$ cat config.mk
export PLATFORM = sky130hd
export DESIGN_NAME = sirq_agent
export DESIGN_NICKNAME = d
export VERILOG_FILES = /design/src/rtl/sirq_pkg.sv /design/src/rtl/sirq_change_track.sv /design/src/rtl/sirq_slot_drive.sv /design/src/rtl/sirq_frame_fsm.sv /design/src/rtl/sirq_agent.sv
export SDC_FILE = /design/constraint.sdc
export NUM_CORES = 1
export LEC_CHECK = 0
export BUFFER_PORTS_ARGS = -buffer_cell sky130_fd_sc_hd__buf_2
export CAP_MARGIN = 20
export CORE_MARGIN = 5
export CORE_UTILIZATION = 55
export DETAILED_ROUTE_END_ITERATION = 10
export PLACE_DENSITY = 0.88
export SLEW_MARGIN = 20
export SYNTH_ARGS = -nofsm -noshare
export SYNTH_HDL_FRONTEND = slang
export SYNTH_HIERARCHICAL = 1
export SYNTH_SLANG_ARGS = --single-unit
$ cat constraint.sdc
create_clock -name clk -period 3.74 [get_ports clk]
set_clock_uncertainty 0.1 [all_clocks]
set_input_delay 0.748 -clock clk [delete_from_list [all_inputs] [get_ports clk]]
set_output_delay 0.748 -clock clk [all_outputs]
set_load 0.02 [all_outputs]
$ cat src/rtl/sirq_pkg.sv
package sirq_pkg;

  typedef enum logic [2:0] {
    ST_IDLE,
    ST_OWN,
    ST_START,
    ST_LEAD,
    ST_DATA,
    ST_STOPW,
    ST_STOPL
  } sirq_st_e;

  typedef enum logic [1:0] {
    PH_SMP,
    PH_REC,
    PH_TA
  } sirq_ph_e;

  typedef enum logic {
    MODE_CONT,
    MODE_QUIET
  } sirq_mode_e;

  localparam int unsigned QUIET_STOP_W = 2;
  localparam int unsigned CONT_STOP_W  = 3;

  // Mode chosen by a finished Stop Frame of low width w.
  function automatic sirq_mode_e next_mode(input int unsigned w, input sirq_mode_e cur);
    if (w == QUIET_STOP_W) return MODE_QUIET;
    if (w == CONT_STOP_W)  return MODE_CONT;
    return cur;
  endfunction

  // True when a slot index lies inside the configured frame count.
  function automatic logic slot_ok(input int unsigned slot, input int unsigned nframes);
    return slot < nframes;
  endfunction

endpackage

$ cat src/rtl/sirq_change_track.sv
module sirq_change_track #(
  parameter int NUM_IRQ = 4
) (
  input  logic               clk,
  input  logic               rst_n,
  input  logic [NUM_IRQ-1:0] irq_in,
  input  logic [NUM_IRQ-1:0] valid_vec,
  input  logic [NUM_IRQ-1:0] clr_vec,
  output logic [NUM_IRQ-1:0] irq_lvl,
  output logic [NUM_IRQ-1:0] pend_vec
);

  logic [NUM_IRQ-1:0] irq_prev;
  logic [NUM_IRQ-1:0] chg_vec;

  assign chg_vec = irq_lvl ^ irq_prev;

  always_ff @(posedge clk) begin
    if (!rst_n) begin
      irq_lvl  <= '1;
      irq_prev <= '1;
      pend_vec <= '0;
    end else begin
      irq_lvl  <= irq_in;
      irq_prev <= irq_lvl;
      pend_vec <= (pend_vec | (chg_vec & valid_vec)) & ~clr_vec;
    end
  end

endmodule

$ cat src/rtl/sirq_slot_drive.sv
module sirq_slot_drive #(
  parameter int NUM_IRQ    = 4,
  parameter int NUM_FRAMES = 21,
  parameter int SLOT_W     = 6
) (
  input  logic [NUM_IRQ-1:0]        irq_lvl,
  input  logic [NUM_IRQ*SLOT_W-1:0] slot_map,
  input  logic [SLOT_W-1:0]         cur_slot,
  output logic [NUM_IRQ-1:0]        valid_vec,
  output logic [NUM_IRQ-1:0]        hit_vec,
  output logic                      want_low
);

  for (genvar j = 0; j < NUM_IRQ; j++) begin : g_in
    logic [SLOT_W-1:0] map_j;
    assign map_j        = slot_map[j*SLOT_W +: SLOT_W];
    assign valid_vec[j] = sirq_pkg::slot_ok(32'(map_j), NUM_FRAMES);
    assign hit_vec[j]   = valid_vec[j] && (map_j == cur_slot);
  end

  assign want_low = |(hit_vec & ~irq_lvl);

endmodule

$ cat src/rtl/sirq_frame_fsm.sv
module sirq_frame_fsm
  import sirq_pkg::*;
#(
  parameter int NUM_FRAMES = 21,
  parameter int SLOT_W     = 6,
  parameter int WCNT_W     = 3
) (
  input  logic              clk,
  input  logic              rst_n,
  input  logic              line_in,
  input  logic              start_req,
  output logic [SLOT_W-1:0] cur_slot,
  output logic              smp_phase,
  output logic              rec_phase,
  output logic              ta_phase,
  output logic              own_start,
  output logic              stop_end,
  output logic              mode_quiet
);

  localparam logic [SLOT_W-1:0] LAST_SLOT = SLOT_W'(NUM_FRAMES - 1);

  sirq_st_e          st;
  sirq_ph_e          ph;
  sirq_mode_e        mode;
  logic [WCNT_W-1:0] wcnt;

  assign smp_phase  = (st == ST_DATA) && (ph == PH_SMP);
  assign rec_phase  = (st == ST_DATA) && (ph == PH_REC);
  assign ta_phase   = (st == ST_DATA) && (ph == PH_TA);
  assign own_start  = (st == ST_OWN);
  assign stop_end   = (st == ST_STOPL) && line_in;
  assign mode_quiet = (mode == MODE_QUIET);

  always_ff @(posedge clk) begin
    if (!rst_n) begin
      st       <= ST_IDLE;
      ph       <= PH_SMP;
      mode     <= MODE_CONT;
      cur_slot <= '0;
      wcnt     <= '0;
    end else begin
      case (st)
        ST_IDLE: begin
          if (!line_in) st <= ST_START;
          else if (mode == MODE_QUIET && start_req) st <= ST_OWN;
        end
        ST_OWN:   st <= ST_START;
        ST_START: if (line_in) st <= ST_LEAD;
        ST_LEAD: begin
          st       <= ST_DATA;
          ph       <= PH_SMP;
          cur_slot <= '0;
        end
        ST_DATA: begin
          case (ph)
            PH_SMP: ph <= PH_REC;
            PH_REC: ph <= PH_TA;
            default: begin
              if (cur_slot == LAST_SLOT) begin
                st <= ST_STOPW;
              end else begin
                cur_slot <= cur_slot + 1'b1;
                ph       <= PH_SMP;
              end
            end
          endcase
        end
        ST_STOPW: begin
          if (!line_in) begin
            st   <= ST_STOPL;
            wcnt <= WCNT_W'(1);
          end
        end
        ST_STOPL: begin
          if (!line_in) begin
            if (wcnt != '1) wcnt <= wcnt + 1'b1;
          end else begin
            mode <= next_mode(32'(wcnt), mode);
            st   <= ST_IDLE;
          end
        end
        default: st <= ST_IDLE;
      endcase
    end
  end

endmodule

$ cat src/rtl/sirq_agent.sv
module sirq_agent #(
  parameter int NUM_IRQ    = 4,
  parameter int NUM_FRAMES = 21,
  localparam int SLOT_W    = $clog2(NUM_FRAMES) + 1
) (
  input  logic                      clk,
  input  logic                      rst_n,
  input  logic [NUM_IRQ-1:0]        irq_in,
  input  logic [NUM_IRQ*SLOT_W-1:0] slot_map,
  input  logic                      line_in,
  output logic                      line_oe,
  output logic                      line_dout
);

  localparam int WCNT_W = 3;

  logic [SLOT_W-1:0]  cur_slot;
  logic               smp_phase, rec_phase, ta_phase;
  logic               own_start, stop_end, mode_quiet;
  logic               want_low, drove_q;
  logic [NUM_IRQ-1:0] irq_lvl, valid_vec, hit_vec, pend_vec, clr_vec;

  assign clr_vec = hit_vec & {NUM_IRQ{smp_phase}};

  sirq_change_track #(.NUM_IRQ(NUM_IRQ)) u_track (
    .clk      (clk),
    .rst_n    (rst_n),
    .irq_in   (irq_in),
    .valid_vec(valid_vec),
    .clr_vec  (clr_vec),
    .irq_lvl  (irq_lvl),
    .pend_vec (pend_vec)
  );

  sirq_slot_drive #(
    .NUM_IRQ   (NUM_IRQ),
    .NUM_FRAMES(NUM_FRAMES),
    .SLOT_W    (SLOT_W)
  ) u_drive (
    .irq_lvl  (irq_lvl),
    .slot_map (slot_map),
    .cur_slot (cur_slot),
    .valid_vec(valid_vec),
    .hit_vec  (hit_vec),
    .want_low (want_low)
  );

  sirq_frame_fsm #(
    .NUM_FRAMES(NUM_FRAMES),
    .SLOT_W    (SLOT_W),
    .WCNT_W    (WCNT_W)
  ) u_fsm (
    .clk       (clk),
    .rst_n     (rst_n),
    .line_in   (line_in),
    .start_req (|pend_vec),
    .cur_slot  (cur_slot),
    .smp_phase (smp_phase),
    .rec_phase (rec_phase),
    .ta_phase  (ta_phase),
    .own_start (own_start),
    .stop_end  (stop_end),
    .mode_quiet(mode_quiet)
  );

  always_ff @(posedge clk) begin
    if (!rst_n) drove_q <= 1'b0;
    else        drove_q <= smp_phase & want_low;
  end

  assign line_oe   = own_start | (smp_phase & want_low) | (rec_phase & drove_q);
  assign line_dout = rec_phase & drove_q;

endmodule

==> results by group, run 1 <==
Clock network
  • Post-CTS Setup Inserts: 0
  • Clock sinks: 28
  • H-tree depth: 1
  • CTS tree: built
  • Clock slew at reported path FFs: between 0.1 and 0.15 ns
  • CTS Buf Count: 3
  • CTS Hold Bufs: 0
  • Clock root buffer master: clkbuf_4
  • Skew-Pair Late Insertion Delay: between 0.3 and 0.4 ns
  • Resized Gates After CTS: 0
  • CTS max path bufs: 2

Critical path
  • RR Startpoint: u_fsm/st[2]
  • Reg-to-Reg End: u_track/pend_vec[1]
  • Slowest cell on the critical path: dfxtp_1
  • Critical Path Source Type: flip-flop
  • Setup slack, reg-to-reg: about 1.7 ns
  • FF-to-FF path depth: 5
  • Family with the most delay on the worst path: simple AND/OR/NAND/NOR gates
  • Crit end category: output port
  • Slowest stage delay, CP: around 0.67 ns
  • CP bufs+invs: 1
  • Critical-path cell list: xnor2_1, nand4_1, nor4_1, or4_1, a221o_1, buf_2
  • Crit Path Class: reg -> out
  • Crit path DAT: 2.38 ns
  • Crit-path max FO: 12
  • Worst EP required: just under 3 ns

Floorplan
  • Die X: about 67 um
  • Die ar.: 4440 um^2
  • Die Ht: approximately 67 um
  • Num rows: 20
  • Ports: 33
  • Starting density of the core: 0.577
  • Core footprint: 3050 um^2

Placed design
  • Post-DP HPWL: 2880 um
  • Gp weighted congestion: 0.804
  • Port bufs: 32
  • Placement Setup Slack: ~0.65 ns

Routing
  • Wire per inst: roughly 14 um
  • Via count: 1580
  • WL met1: ~1600 um
  • Met2 Routed Length: between 1500 and 2000 um
  • DR pass1 iterations: 4
  • Uppermost routed layer: met4
  • Residual DRC: 0
  • Routed met3 length: 230 um
  • Vias per Instance: ~5.7
  • Final ANT Viol Nets: 0
  • DRT iter0 DRCs: 74
  • WL final: ~3900 um

Min path
  • Hold Path End: u_fsm/wcnt[2]
  • Hold Path Stages: 2
  • Worst min path class: reg -> reg
  • Hold Path Origin: u_fsm/wcnt[2]

Finish
  • Area growth, synth to finish: 10.3%
  • FF+latch area: 561 um^2
  • Diode count: 0
  • Share of cells above drive strength 1: 0.171
  • Fillers: 272
  • Post-layout nets: 273
  • Area of the multi-input gates: roughly 1100 um^2

Global route
  • Vias in the first global route: between 1000 and 1500
  • All-Layer GR Usage: 0.183
  • Largest net degree at the start of global routing: 23
  • Grt total ovfl: 0
  • Initial antenna violation count: 0
  • First-pass GRT wire length: ~6300 um

STA
  • Hold slack: ~0.40 ns
  • Min Tclk post-route: 3.23 ns
  • Slew Limit Headroom: 0.604
  • Final setup margin: a little over 0.5 ns
  • Max-slew violation total from the final report: 0
  • Final setup fails: 0
  • Tcrit/Tclk final: 0.862
  • Fin Setup TNS: 0 ns
  • RSZ-0062 raised after global routing: no
  • Worst-margin pin slew: slightly below 0.6 ns
  • Fin. Hold Viols: 0
  • Fmax achieved: roughly 0.31 GHz

Yosys
  • Mapped Cells: roughly 210
  • Cell Area, Synth: about 1800 um^2
  • Mean post-synth cell area: between 8 and 9 um^2
  • Ys Warns: 6
  • Mapped Nets: around 250

Pwr
  • Power density cells: 270 nW/um^2
  • P_leak: around 0.75 nW
  • Power Total: ~0.52 mW
  • VDD IR max: 0.171 mV

Run
  • Max-Cap Viols: 0

Run status
  • Status: completed
[layout by cell type (no fill, tap or decap), drive strengths merged, types with 2 or more instances in the layout]
| master | instances |
|---|---|
| inv | 12 |
| nand4 | 4 |
| o21ai | 7 |
| clkbuf | 3 |
| xor2 | 6 |
| nand2 | 17 |
| nor4 | 4 |
| or4 | 4 |
| a21oi | 14 |
| a31oi | 2 |
| and2 | 5 |
| a211oi | 2 |
| nor3b | 4 |
| nor2 | 4 |
| dfxtp | 28 |
| nor3 | 6 |
| buf | 32 |
| nand2b | 3 |
| a311oi | 2 |
| o211ai | 8 |
| ha | 6 |
| xnor2 | 19 |
| nor2b | 4 |
| or2b | 6 |
| or3 | 4 |
| nand3b | 10 |
| nand3 | 7 |
[worst register-to-register path: stages, from the launching register on]
cell	delay (ns)
dfxtp_1	0.53
or3b_1	0.45
nor3_1	0.48
and2_1	0.23
nand3b_1	0.12
o21ai_1	0.07
[state kept, by name, indices dropped and copies added (netlist names)]
name,count
u_track/irq_lvl,4
u_fsm/cur_slot,6
drove_q,1
u_track/pend_vec,4
u_fsm/mode_quiet,1
u_fsm/wcnt,3
u_fsm/ph,2
u_track/irq_prev,4
u_fsm/st,3
[routing by layer]
layer	up-vias	global-route usage
met4	0	0.0787
met2	38	0.337
met1	739	0.208
met5	-	0
li1	794	-
met3	9	0.0253
[where the power goes]
group / switching (mW) / internal, mW
Sequential: 0.0129 / 0.308
Clock: 0.0883 / 0.0379
Combinational: 0.0389 / 0.0381
Total: 0.140 / 0.384
[worst max-delay path by stage]
stage | startpoint | to | slack (ns) | depth (start not counted)
after floorplan | slot_map[0] | line_oe | 0.93 | 5
after global placement | slot_map[20] | line_oe | 0.69 | 7
after detailed placement | slot_map[20] | line_oe | 0.65 | 7
after CTS | u_fsm/cur_slot[3] | line_oe | 0.51 | 6
after global routing | u_fsm/cur_slot[3] | line_oe | 0.37 | 6
final | u_fsm/cur_slot[3] | line_oe | 0.51 | 6
[through the flow]
step	utilization	area [um^2]	instances
after floorplan	-	1760	208
after global placement	0.630	1920	275
after detailed placement	0.630	1920	275
after CTS	0.637	1940	278
after global routing	0.637	1940	278
final	0.637	1940	278
[area by class of cell]
type | count | area share
Tap cell | 44 | 0.0283
Multi-Input combinational cell | 159 | 0.566
Clock buffer | 3 | 0.0116
Timing Repair Buffer | 32 | 0.0824
Inverter | 12 | 0.0232
Sequential cell | 28 | 0.288
No activity file was read; power rests on OpenSTA's default activity.
==> run 2, diff against run 1 <==
PLACE_DENSITY = 0.8   (was 0.88)
==> run 2 against run 1 <==
Net effect: via count is 0.25% lower; global-route usage increased by 0.34 points; design area increased by 1.1%; critical endpoint unchanged.
==> results by group, run 2 (synthesis gave the netlist of run 1 again) <==
Run status
  • Status: completed

Floorplan
  • Die ar.: about 4400 um^2
  • Core footprint: 3050 um^2
  • Starting density of the core: 0.577
  • Num rows: 20
  • Ports: 33
  • Die Ht: between 60 and 70 um
  • Die X: around 67 um

Finish
  • Commonest non-fill, non-tap cell in the layout: buf_2
  • Post-route core utilization: 0.644
  • Share of cells above drive strength 1: 0.178
  • Biggest register: u_fsm/cur_slot
  • Finished Cell Area: between 1500 and 2000 um^2
  • Post-layout nets: 274
  • Largest register FFs: 6
  • Area growth, synth to finish: 11.5%
  • Diode count: 0
  • Most frequent cells in the layout: buf_2, dfxtp_1, xnor2_1
  • Fillers: about 290

Clock network
  • CTS max path bufs: 2
  • Clock root buffer master: clkbuf_4
  • Skew-Pair Late Insertion Delay: between 0.3 and 0.4 ns
  • Post-CTS Setup Inserts: 0
  • CTS tree: built
  • CTS Hold Bufs: 0
  • H-tree depth: 1
  • Clock slew at reported path FFs: 0.14 ns
  • Clock sinks: 28
  • Resized Gates After CTS: 0
  • CTS Buf Count: 3

Routing
  • WL final: ~3800 um
  • Final ANT Viol Nets: 0
  • Vias per Instance: about 5.6
  • Via count: 1576
  • DRT iter0 DRCs: ~80
  • Wire per inst: between 10 and 15 um
  • Residual DRC: 0
  • DR pass1 iterations: 4

Critical path
  • Crit Path Class: reg -> out
  • Crit end category: output port
  • Setup slack, reg-to-reg: between 1.5 and 2 ns
  • Crit path DAT: 2.40 ns
  • Crit-path max FO: 12
  • Worst EP required: 2.89 ns
  • Critical Path Source Type: flip-flop

Placed design
  • Post-DP HPWL: 2850 um
  • Port bufs: 32
  • Gp weighted congestion: 0.793
  • Area after DPL: approximately 1900 um^2

Global route
  • Vias in the first global route: 1422
  • First-pass GRT wire length: 6400 um
  • Largest net degree at the start of global routing: 23
  • Initial antenna violation count: 0
  • All-Layer GR Usage: 0.187
  • Grt total ovfl: 0

STA
  • Tcrit/Tclk final: 0.868
  • Min Tclk post-route: approximately 3.2 ns
  • Fmax achieved: roughly 0.31 GHz
  • Hold slack: just under 0.4 ns
  • Final setup fails: 0
  • Fin. Hold Viols: 0
  • Worst-margin pin slew: between 0.5 and 0.6 ns
  • Max-slew violation total from the final report: 0
  • RSZ-0062 raised after global routing: no
  • Fin Setup TNS: 0 ns
  • Slew Limit Headroom: 0.652

Min path
  • Worst min path class: reg -> reg

Run
  • Max-Cap Viols: 0

Pwr
  • VDD IR max: approximately 0.18 mV
  • Power Total: about 0.54 mW
  • Power density cells: around 280 nW/um^2
  • P_leak: roughly 0.76 nW
run 2: metal layers:
layer / share of wire / track usage / vias to the layer above
li1: - / - / 795
met1: 0.43 / 0.219 / 747
met2: 0.51 / 0.335 / 30
met3: 0.051 / 0.0405 / 4
met4: 0.010 / 0.0558 / 0
met5: 0 / 0 / -
run 2: power breakdown:
part | switching [mW] | total, mW | internal, mW
combinational | 0.0383 | 0.0767 | 0.0384
sequential | 0.0127 | 0.321 | 0.308
clock | 0.0870 | 0.147 | 0.0597
run 2: final timing paths:
kind	to	start	cells after the start
worst max-delay path	line_oe	u_fsm/cur_slot[3]	6
worst min-delay path	u_track/pend_vec[1]	u_track/pend_vec[1]	2
worst max register to register	drove_q	u_fsm/cur_slot[2]	5
worst min register to register	u_track/pend_vec[1]	u_track/pend_vec[1]	2
run 2: final cells by class:
type | instances | area, um^2 | area share
inverter | 12 | 45.0 | 0.0229
sequential | 28 | 561 | 0.285
clock buffer | 4 | 36.3 | 0.0185
tap | 44 | 55.1 | 0.0280
timing repair buffer | 33 | 168 | 0.0853
multi-input combinational | 159 | 1100 | 0.560
run 2: through the flow:
stage | cells | setup slack [ns]
after global routing | 280 | 0.323
after detailed placement | 276 | 0.589
after CTS | 280 | 0.493
after floorplan | 208 | 0.925
final | 280 | 0.495
after global placement | 276 | 0.610
run 2: critical path: stages (launching register included):
cell and delay, ns:
dfxtp_1 0.68, xor2_1 0.20, or4_4 0.15, nor4_2 0.04, or4_1 0.53, a221o_1 0.31, buf_2 0.16
==> run 3, diff against run 2 <==
CORE_ASPECT_RATIO = 0.6   (was not set)
TNS_END_PERCENT = 10   (was not set)
==> run 3 against run 2 <==
Net effect: power rose by 3.4%; combinational power is 0.8% higher; critical endpoint unchanged; via count decreased by 1.0%; cell count decreased by 1.4%; core utilization rose by 1.7 points; design area shrank 0.25%; maximum frequency rose by 2.4%; highest routed layer unchanged; die area grew 0.84%; routed wire length rose by 3.1%; non-clock buffer count shrank 1.
==> results by group, run 3 (synthesis gave the netlist of run 1 again) <==
Critical path
  • Slowest stage delay, CP: around 0.53 ns
  • Crit path DAT: about 2.3 ns
  • Slowest cell on the critical path: or4_4
  • Crit end category: output port
  • Crit-path max FO: 2
  • CP dominant cell by count: buf_2
  • Critical Path Source Type: input pin
  • Crit Path Class: in -> out
  • Worst EP required: between 2 and 3 ns
  • Worst Setup SP: slot_map[0]
  • RR Startpoint: u_fsm/st[2]
  • Critical-path cell list: buf_2, xor2_1, or4_4, nor4_2, or4_1, a221o_1, buf_2

Finish
  • Post-layout nets: about 270
  • Finished Cell Area: just under 2000 um^2
  • Largest register FFs: 6
  • Diode count: 0
  • Post-route insts no fill: 276
  • Area of the multi-input gates: around 1100 um^2
  • Fillers: around 290
  • FF+latch area: 561 um^2
  • Commonest non-fill, non-tap cell in the layout: buf_2
  • Area growth, synth to finish: 11.2%
  • Share of cells above drive strength 1: 0.171
  • Biggest register: u_fsm/cur_slot
  • Most frequent cells in the layout: buf_2, dfxtp_1, xnor2_1

Clock network
  • Resized Gates After CTS: 0
  • Skew-Pair Late Insertion Delay: approximately 0.28 ns
  • CTS Buf Count: 3
  • Clock sinks: 28
  • Post-CTS Setup Inserts: 0
  • CTS tree: built
  • Clock slew at reported path FFs: around 0.090 ns
  • CTS max path bufs: 2
  • Clock root buffer master: clkbuf_8
  • H-tree depth: 1
  • CTS Hold Bufs: 0

Pwr
  • Total net switching power: ~0.14 mW
  • Switching Share: 0.256
  • Cell internal pwr: around 0.42 mW
  • Sequential group share of total power: 0.570
  • Logic pwr share: 0.137
  • P_leak: ~0.76 nW
  • VDD IR max: 0.200 mV
  • Power density cells: between 200 and 300 nW/um^2
  • Clk pwr share: 0.293

Min path
  • Worst min path class: reg -> reg
  • Hold Path Origin: u_track/pend_vec[0]

STA
  • Tcrit/Tclk final: 0.848
  • Worst-margin pin slew: 0.650 ns
  • Hold slack: 0.385 ns
  • Min Tclk post-route: between 3 and 4 ns
  • Fin Setup TNS: 0 ns
  • Slew Limit Headroom: 0.563
  • Final setup fails: 0
  • Fin. Hold Viols: 0
  • Max-slew violation total from the final report: 0
  • Final setup margin: 0.570 ns
  • RSZ-0062 raised after global routing: no
  • Fmax achieved: between 0.3 and 0.4 GHz

Global route
  • All-Layer GR Usage: 0.182
  • GR Util met3: 0.0642
  • Grt total ovfl: 0
  • Grt peak-use layer: met1
  • Grt met2 use: 0.255
  • Initial antenna violation count: 0
  • Vias in the first global route: approximately 1300
  • Largest net degree at the start of global routing: 23
  • First-pass GRT wire length: 6470 um
  • Met1 usage: 0.267

Run
  • Max-Cap Viols: 0

Routing
  • Final ANT Viol Nets: 0
  • DRT iter0 DRCs: 106
  • Via count: around 1600
  • Wire per inst: 14.3 um
  • Vias per Instance: about 5.7
  • DR pass1 iterations: 4
  • WL final: a little under 4000 um
  • Residual DRC: 0

Placed design
  • Placement Setup Slack: between 0.6 and 0.7 ns
  • Gp weighted congestion: roughly 0.79
  • Port bufs: 32
  • Post-DP HPWL: between 3000 and 4000 um
  • DP Cell Count: around 270
  • Area after DPL: between 1500 and 2000 um^2

Run status
  • Status: completed

Floorplan
  • Num rows: 15
  • Ports: 33
  • Core footprint: just under 3000 um^2
  • Die ar.: ~4500 um^2
  • Die X: approximately 83 um
  • Die Ht: 53.9 um
  • Starting density of the core: 0.595
==> run 3: cell types whose count changed in the layout (fill, tap and decap cells not counted) <==
cell / change
buf_4: -1
clkbuf_4: -3
clkbuf_8: +2
==> run 3: critical path: cells and delay by family <==
kind	cells	cell delay (ns)
and+or+nand+nor	3	1.04
buffers and inverters	2	0.27
AOI/OAI and AO/OA	1	0.13
xor gates and xnor gates	1	0.14
==> run 3: area by class of cell <==
| cell class | count | share of cell area |
|---|---|---|
| Inverter | 12 | 0.0230 |
| Clock buffer | 3 | 0.0211 |
| Multi-Input combinational cell | 159 | 0.562 |
| Sequential cell | 28 | 0.286 |
| Tap cell | 42 | 0.0268 |
| Timing Repair Buffer | 32 | 0.0817 |
==> run 3: power groups by stage <==
| stage | combinational, mW | sequential (mW) | clock (mW) |
|---|---|---|---|
| after floorplan | 0.0545 | 0.320 | 0 |
| after global placement | 0.0749 | 0.327 | 0 |
| after detailed placement | 0.0763 | 0.328 | 0 |
| after CTS | 0.0767 | 0.321 | 0.168 |
| after global routing | 0.0861 | 0.323 | 0.186 |
| final | 0.0773 | 0.321 | 0.165 |
==> run 3: worst paths after layout <==
| path | to | slack [ns] | cells past startpoint |
|---|---|---|---|
| max reg2reg | u_track/pend_vec[3] | 1.63 | 5 |
| min reg2reg | u_track/pend_vec[0] | 0.38 | 2 |
| max | line_oe | 0.57 | 7 |
| min | u_track/pend_vec[0] | 0.38 | 2 |
==> run 3: per-stage QoR <==
step           total power, mW   util
2_1_floorplan            0.374      -
3_3_place_gp             0.402  0.647
3_5_place_dp             0.404  0.647
4_1_cts                  0.565  0.661
5_1_grt                  0.595  0.661
6_report                 0.563  0.661
==> run 3: layer usage <==
layer  share of wire  vias to the layer above
met5               0                        -
met3           0.076                        4
li1                -                      794
met1            0.51                      723
met2            0.41                       39
met4          0.0041                        0
